<file path="config.mk">
export PLATFORM = sky130hd
export DESIGN_NAME = mac_dest_filter
export DESIGN_NICKNAME = d
export VERILOG_FILES = /design/src/rtl/mac_dest_filter.sv
export SDC_FILE = /design/constraint.sdc
export NUM_CORES = 1
export LEC_CHECK = 0
export BUFFER_PORTS_ARGS = -buffer_cell sky130_fd_sc_hd__buf_4
export CORE_MARGIN = 4
export CORE_UTILIZATION = 35
export DETAILED_ROUTE_END_ITERATION = 12
export PLACE_DENSITY_LB_ADDON = 0.25
export SLEW_MARGIN = 0
export SYNTH_ARGS = -nofsm -noshare
export SYNTH_HDL_FRONTEND = slang
export SYNTH_SLANG_ARGS = --single-unit
</file>
<file path="constraint.sdc">
create_clock -name clk -period 3.7 [get_ports clk]
set_input_delay 0.185 -clock clk [delete_from_list [all_inputs] [get_ports clk]]
set_output_delay 0.185 -clock clk [all_outputs]
set_load 0.02 [all_outputs]
</file>
<file path="src/rtl/mac_dest_filter.sv">
module mac_dest_filter #(
  parameter int ADDR_BYTES = 6,
  parameter logic [31:0] POLY = 32'hEDB88320
) (
  input  logic        clk,
  input  logic        rst_n,
  input  logic        start,
  input  logic        byte_valid,
  input  logic [7:0]  byte_data,
  input  logic [31:0] station_lo,
  input  logic [31:16] station_hi,
  input  logic [31:0] hash_hi,
  input  logic [31:0] hash_lo,
  input  logic        promisc,
  input  logic        bcast_reject,
  output logic        decision_valid,
  output logic        accept
);
  localparam int PW = $clog2(ADDR_BYTES + 1);

  function automatic logic [31:0] crc_byte(input logic [31:0] c, input logic [7:0] d);
    logic [31:0] r;
    r = c;
    for (int b = 0; b < 8; b++)
      r = (r >> 1) ^ ((r[0] ^ d[b]) ? POLY : 32'h0);
    return r;
  endfunction

  logic [31:0] crc_q;
  logic [PW-1:0] cnt_q;
  logic busy_q, match_q, bcast_q, group_q;

  logic [47:0] station;
  assign station = {station_lo, station_hi};

  wire          take    = byte_valid && (start || busy_q);
  wire [PW-1:0] pos     = start ? '0 : cnt_q;
  wire          last    = take && (pos == PW'(ADDR_BYTES - 1));
  wire [31:0]   crc_nx  = crc_byte(start ? 32'hFFFFFFFF : crc_q, byte_data);
  wire [7:0]    exp_b   = station[47 - 8*pos -: 8];
  wire          match_nx = (start || match_q) && (byte_data == exp_b);
  wire          bcast_nx = (start || bcast_q) && (byte_data == 8'hFF);
  wire          group_nx = start ? byte_data[0] : group_q;
  wire [5:0]    idx     = crc_nx[31:26];
  wire          hbit    = idx[5] ? hash_hi[idx[4:0]] : hash_lo[idx[4:0]];
  wire          decide  = promisc ||
                          (bcast_nx ? !bcast_reject : (match_nx || (group_nx && hbit)));

  always_ff @(posedge clk) begin
    if (!rst_n) begin
      crc_q <= '1;
      cnt_q <= '0;
      busy_q <= 1'b0;
      match_q <= 1'b0;
      bcast_q <= 1'b0;
      group_q <= 1'b0;
      decision_valid <= 1'b0;
      accept <= 1'b0;
    end else if (take) begin
      crc_q <= crc_nx;
      cnt_q <= pos + 1'b1;
      busy_q <= !last;
      match_q <= match_nx;
      bcast_q <= bcast_nx;
      group_q <= group_nx;
      if (last) begin
        decision_valid <= 1'b1;
        accept <= decide;
      end else if (start) begin
        decision_valid <= 1'b0;
        accept <= 1'b0;
      end
    end
  end
endmodule


</file>
==> impl_results.md, run 1 <==
- Quantity of hold-fixing buffers added after cts: 0
- Post-Route Hold Slack: 0.154 ns
- Maxcap violations: 0
- Avg Inst Size Synth: 8.85 µm²
- Min setup slack post-route: 0.629 ns
- Global-route usage over all layers: 17.3%
- Fraction of layout instances using a drive strength above 1: 33.1%
- Number of cells traversed by the worst hold path: 3
- Chip width: 112 µm
- Count of warnings emitted by yosys: 0
- Wire length of the first global-routing pass: 18000 µm
- Routability congestion estimate: 0.770
- Height of the die: 112 µm
- Count of pins on the block boundary: 128
- Cell row count: 37
- Largest net degree at the start of global routing: 61
- Total inserted antenna cells: 0
- Detailed-route wire length per cell: 16.1 µm
- Cell-by-cell listing of the critical path: nor2b_2 > mux4_2 > a21boi_0 > xor2_1 > a31oi_1 > o32ai_1 > nand3_1 > mux2i_1 > nor4b_1 > a21oi_1
- Ratio of routed vias to standard cells: 5.08
- Resize count post-CTS: 0
- Setup Crit Path Kind: register to register
- Portion of synthesized cell area occupied by the leading cell type: 21.7%
- Crit path buffers/inverters: 0
- Minimum setup slack among reg-to-reg paths: 0.63 ns
- Layout net count: 672
- Required time at the endpoint of the critical path: 3.88 ns
- Hold Fails Final Rpt: 0
- Critical path depth: 10
- Final wirelength: 10900 µm
- Endpoint type of the worst setup path: register
- Number of buffers inserted to repair setup after CTS: 0
- Initial Utilization: 36.4%
- Layout Skew: 0.00802 ns
- First-pass DRT Iterations: 4
- Maximum root-to-sink buffer count: 2
- Synth Area in Compound Gates: 14.9%
- Htree depth: 2
- Synthesized netlist cell count: 428
- Count of flip-flops with a built-in enable after synthesis: 0
- Mux share of post-synthesis cell area: 15.8%
- Vias in the first global route: 3723
- Core Region: 0.0104 mm²
- VDD IR max: 0.171 mV
- Non-filler cells, final: 680
- Xor and xnor area share after synthesis: 26.0%
- Category of cells accounting for the largest share of critical-path delay: simple AND/OR/NAND/NOR gates
- Post-synthesis cell type with the largest combined area: dfxtp_1
- Worst Reg2Reg Path Length in Cells: 10
- Latest clock arrival within the worst-skew pair: 0.31 ns
- Die Area: 0.0125 mm²
- TritonCTS clock tree: built
- Clock Tree Root: clkbuf_8
- Share of the yosys chip area belonging to registers: 21.7%
- Combinational family with the most area after synthesis: XOR/XNOR gates
- Post-synth ARST share: 0%
- Multi-input gate area: 0.00277 mm²
- Via total after detailed routing: 3452
- Minimum period implied by the final worst setup slack: 3.07 ns
- Filler Cells Inserted: 1016
- Clock Pin Slew Worst Setup and Hold Paths: 0.08 ns
- Highest attainable clock frequency: 326 MHz
- TritonCTS buffer count: 5
- Arrival time reported for the critical path endpoint: 3.25 ns
- Worst-path cell with the longest stage delay: mux4_2
- Remaining max-slew budget at the tightest pin: 58.8%
- Antenna violations before repair: 0
- Flops & latches, synth: 41
- Iteration-0 DRC count of the detailed router: 165
- Critical path startpoint category: register
- Footprint of the flip-flops and latches: 821 µm²
- Outcome: completed
- ANT nets after route: 0
- Hold Path Class: input pin to register
- HPWL after DPL: 8720 µm
- Adder-cell share of the synthesized area: 0.991%
- Ys flop type: dfxtp_1
- Total clock sinks: 41
- Post-synth cell types: 55
- Biggest fanout along the worst timing path: 10
- Count of final max-slew check failures: 0
- Largest incremental delay on the critical path: 0.54 ns
- Final worst path period share: 83.0%
- Netlist area before placement: 0.00379 mm²
- Synth top area cells: dfxtp_1, xnor2_1, mux4_2
- Post-placement worst setup slack: 0.489 ns
- Total congestion overflow: 0
- Post-synth net total: 557
- Actual transition at the worst max-transition pin: 0.614 ns
- Leakage: 2.11 nW
- Synth Area in Simple Gates: 15.1%
- Setup repair after global routing missed its margin: false
- Final count of negative-setup-slack endpoints: 0
- Cell Pwr Density: 415 mW/mm²
- DRC violations left: 0
- Final TNS setup: 0 ns
- Cell count after placement: 672
- Area growth from synthesis to final layout: 30.5%
- Port Buffers: 127
registers in the layout, summed over array words and instances (netlist names):
register	flops
crc_q	32
cnt_q	3
accept	1
bcast_q	1
busy_q	1
decision_valid	1
group_q	1
match_q	1
power by group:
part / switching, W / internal (W) / total [W]
sequential: 0.0000331 / 0.000487 / 0.000520
clock: 0.000173 / 0.000130 / 0.000303
combinational: 0.000581 / 0.000645 / 0.00123
total: 0.000787 / 0.00126 / 0.00205
layer usage:
layer,track usage (%),up-vias,part of all wire (%)
li1,-,1731,-
met1,21.3,1635,42
met2,31.1,76,53
met3,3.40,10,4.3
met4,4.41,0,1.2
met5,0,-,0
per-stage QoR:
stage / utilization, % / total power, W / cell area (µm²)
after floorplan: - / 0.00150 / 3790
after global placement: 46.6 / 0.00175 / 4860
after detailed placement: 46.6 / 0.00176 / 4860
after CTS: 47.4 / 0.00207 / 4940
after global routing: 47.4 / 0.00219 / 4940
final: 47.4 / 0.00205 / 4940
final cells by class:
class | instances | share of cell area, %
inverter | 6 | 0.456
sequential | 41 | 16.6
tap | 136 | 3.44
timing repair buffer | 143 | 21.7
multi-input combinational | 346 | 56.0
clock inverter | 3 | 0.354
clock buffer | 5 | 1.39
synth_stat cells, drive strengths merged (3+ instances only):
| library cell | count |
|---|---|
| a211oi | 3 |
| a21oi | 14 |
| buf | 17 |
| clkbuf | 18 |
| dfxtp | 41 |
| ha | 3 |
| inv | 6 |
| mux2i | 17 |
| mux4 | 18 |
| nand2 | 50 |
| nand2b | 8 |
| nand3 | 6 |
| nand4 | 3 |
| nor2 | 48 |
| nor2b | 4 |
| o2111ai | 7 |
| o211ai | 35 |
| o21ai | 6 |
| xnor2 | 65 |
| xnor3 | 3 |
| xor2 | 31 |
logic make-up (layout without fill, tap and decap cells):
logic type	count (synthesis)	in the layout
xor+xnor	99	99
fa+ha+maj	3	3
flops	41	41
simple gates	129	129
compound gates	79	79
mux	36	36
buf+inv	41	157
cell usage in the layout (no fill, tap or decap), drive strengths merged, types with 2 or more instances in the layout:
cell	synthesis	routed
a211oi	3	3
nor2	48	48
o221ai	2	2
nor4	2	2
xor2	31	31
o2111ai	7	7
o211ai	35	35
o21ai	6	6
a21oi	14	14
nand2	50	50
nand3	6	6
ha	3	3
xnor2	65	65
clkbuf	18	5
a21boi	2	2
dfxtp	41	41
a32oi	2	2
o21a	2	2
nor3	2	2
nor2b	4	4
xnor3	3	3
clkinv	0	2
buf	17	143
inv	6	6
mux2i	17	17
nand2b	8	8
mux4	18	18
nand4	3	3
tightest hold or removal path: stages:
cell	delay, ns
buf_4	0.08
nor4b_1	0.05
a21oi_1	0.11
worst paths after layout:
kind                                from        to
worst min register to register  cnt_q[1]  cnt_q[1]
worst max register to register  cnt_q[0]    accept
worst min-delay path             promisc    accept
worst max-delay path            cnt_q[0]    accept
Note: power is estimated with default switching activity, not from simulation.
==> run 2, diff against run 1 <==
==> constraint.sdc (replaced) <==
create_clock -name clk -period 2.6 [get_ports clk]
set_input_delay 0.13 -clock clk [delete_from_list [all_inputs] [get_ports clk]]
set_output_delay 0.13 -clock clk [all_outputs]
set_load 0.02 [all_outputs]
==> run 2 against run 1 <==
Effect of this change: the flow now finishes with violations (negative setup slack); utilization rose by 3.2 points; critical endpoint unchanged; wire length rose by 2.2%; count of clock-buffer cells in the layout rose by 1; first-iteration DRC count fell by 15%; non-clock buffer count rose by 36; sequential cell count did not move; register-to-register slack got worse by 0.75 ns; critical path depth rose by 1; global-route usage rose by 0.34 points; via count rose by 3.9%.
==> impl_results.md, run 2 (same netlist as run 1, synthesis figures left out) <==
- Outcome: finished with violations
- Failing checks: negative setup slack
- Maximum root-to-sink buffer count: 2
- Total congestion overflow: 0
- DRC violations left: 0
- Htree depth: 2
- Detailed-route wire length per cell: 15.6 µm
- Leakage: 2.30 nW
- Remaining max-slew budget at the tightest pin: 56.4%
- Final count of negative-setup-slack endpoints: 1
- Post-detailed-placement cell area: 0.00516 mm²
- Min setup slack post-route: -0.119 ns
- Quantity of hold-fixing buffers added after cts: 0
- Setup Crit Path Kind: register to register
- Clock Tree Root: clkbuf_8
- Iteration-0 DRC count of the detailed router: 140
- Filler Cells Inserted: 998
- Arrival time reported for the critical path endpoint: 2.91 ns
- Minimum setup slack among reg-to-reg paths: -0.12 ns
- Core Region: 0.0104 mm²
- Post-Route Hold Slack: 0.131 ns
- Clock Pin Slew Worst Setup and Hold Paths: 0.08 ns
- First-pass DRT Iterations: 4
- Required time at the endpoint of the critical path: 2.79 ns
- Total clock sinks: 41
- VDD IR max: 0.288 mV
- Cell row count: 37
- Biggest fanout along the worst timing path: 4
- Area growth from synthesis to final layout: 39.4%
- Count of pins on the block boundary: 128
- Actual transition at the worst max-transition pin: 0.649 ns
- Highest attainable clock frequency: 368 MHz
- Layout net count: 708
- Ratio of routed vias to standard cells: 5.02
- Hold Path Class: input pin to register
- Largest net degree at the start of global routing: 62
- Post-placement worst setup slack: -0.227 ns
- Via total after detailed routing: 3588
- Maxcap violations: 0
- Routability congestion estimate: 0.806
- ANT nets after route: 0
- Area of all placed cells without fillers: 0.00528 mm²
- HPWL after DPL: 9110 µm
- Post-layout utilization of the core: 50.7%
- Footprint of the flip-flops and latches: 822 µm²
- Initial Utilization: 36.4%
- Latest clock arrival within the worst-skew pair: 0.30 ns
- Final wirelength: 11200 µm
- Most used cells in the layout excluding fill and tap cells: buf_4, xnor2_1, nand2_1
- Most frequent standard cell in the layout excluding fill and tap cells: buf_4
- TritonCTS buffer count: 5
- Count of final max-slew check failures: 0
- Total inserted antenna cells: 0
- Height of the die: 112 µm
- Most flop-heavy register: crc_q
- TritonCTS clock tree: built
- Wire length of the first global-routing pass: 18400 µm
- Setup repair after global routing missed its margin: true
- Global-route usage over all layers: 17.7%
- Die Area: 0.0125 mm²
- Overall power consumption: 0.00314 W
- Final worst path period share: 105%
- Layout Skew: 0.00674 ns
- Endpoint type of the worst setup path: register
- Antenna violations before repair: 0
- Minimum period implied by the final worst setup slack: 2.72 ns
- Hold Fails Final Rpt: 0
- Multi-input gate area: 0.00280 mm²
- Critical path startpoint category: register
- Number of flip-flops in the largest register: 32
- Fraction of layout instances using a drive strength above 1: 38.5%
- Chip width: 112 µm
- Vias in the first global route: 3799
- Port Buffers: 127
- Cell Pwr Density: 595 mW/mm²
- Largest registers: crc_q x32, cnt_q x3
[run 2: changes by cell type in the layout (fill, tap and decap cells not counted), moves of 2 or more]
cell,previous run,this run
nor2_1,47,45
buf_4,143,176
buf_12,0,2
clkinv_2,2,0
a21boi_0,2,0
a21boi_2,0,2
[run 2: per-layer routing]
layer  vias up  routed length, µm  global-route usage [%]
li1       1801                  -                       -
met1      1686               4660                    22.4
met2        89               5870                    32.0
met3        12                513                    2.48
met4         0                135                    3.85
met5         -                  0                       0
[run 2: cell type report]
cell class | count | area share, %
clock inverters | 1 | 0.142
flip-flops and latches | 41 | 15.6
well taps | 136 | 3.22
inverters | 6 | 0.427
multi-input cells | 346 | 53.1
clock buffers | 6 | 1.56
repair buffers | 179 | 26.0
[run 2: through the flow]
step / TNS (ns) / std cells
floorplan: -0.0485 / 428
global placement: -0.152 / 707
detailed placement: -0.227 / 707
CTS: -0.154 / 715
global route: -0.280 / 715
finish: -0.119 / 715
[run 2: critical path: stages, from the launching register on]
cell and delay [ns]:
dfxtp_2 0.34, nor2_4 0.13, xnor2_4 0.14, xnor3_1 0.36, xnor3_2 0.35, buf_12 0.14, buf_4 0.14, mux4_2 0.51
o2111ai_1 0.17, o21ai_0 0.10, o211ai_1 0.12, a21oi_1 0.09
[run 2: worst paths after layout]
kind              cells past startpoint  startpoint  endpoint
setup / recovery                     11    crc_q[2]    accept
hold / removal                        3     promisc    accept
setup reg to reg                     11    crc_q[2]    accept
hold reg to reg                       2    cnt_q[1]  cnt_q[1]
[run 2: report_power, final]
| group | leakage [nW] | switching [W] | internal (W) | total (W) |
|---|---|---|---|---|
| Clock | 0.0433 | 0.000239 | 0.000210 | 0.000449 |
| Combinational | 1.92 | 0.000881 | 0.00107 | 0.00196 |
| Sequential | 0.339 | 0.0000416 | 0.000693 | 0.000735 |
| Total | 2.30 | 0.00116 | 0.00198 | 0.00314 |
[run 2: what timing repair did]
| item | 4_1_cts | 5_1_grt |
|---|---|---|
| setup endpoints to repair | 1 | 2 |
| setup buffers | 1 | 0 |
| gates resized for setup | 1 | 1 |
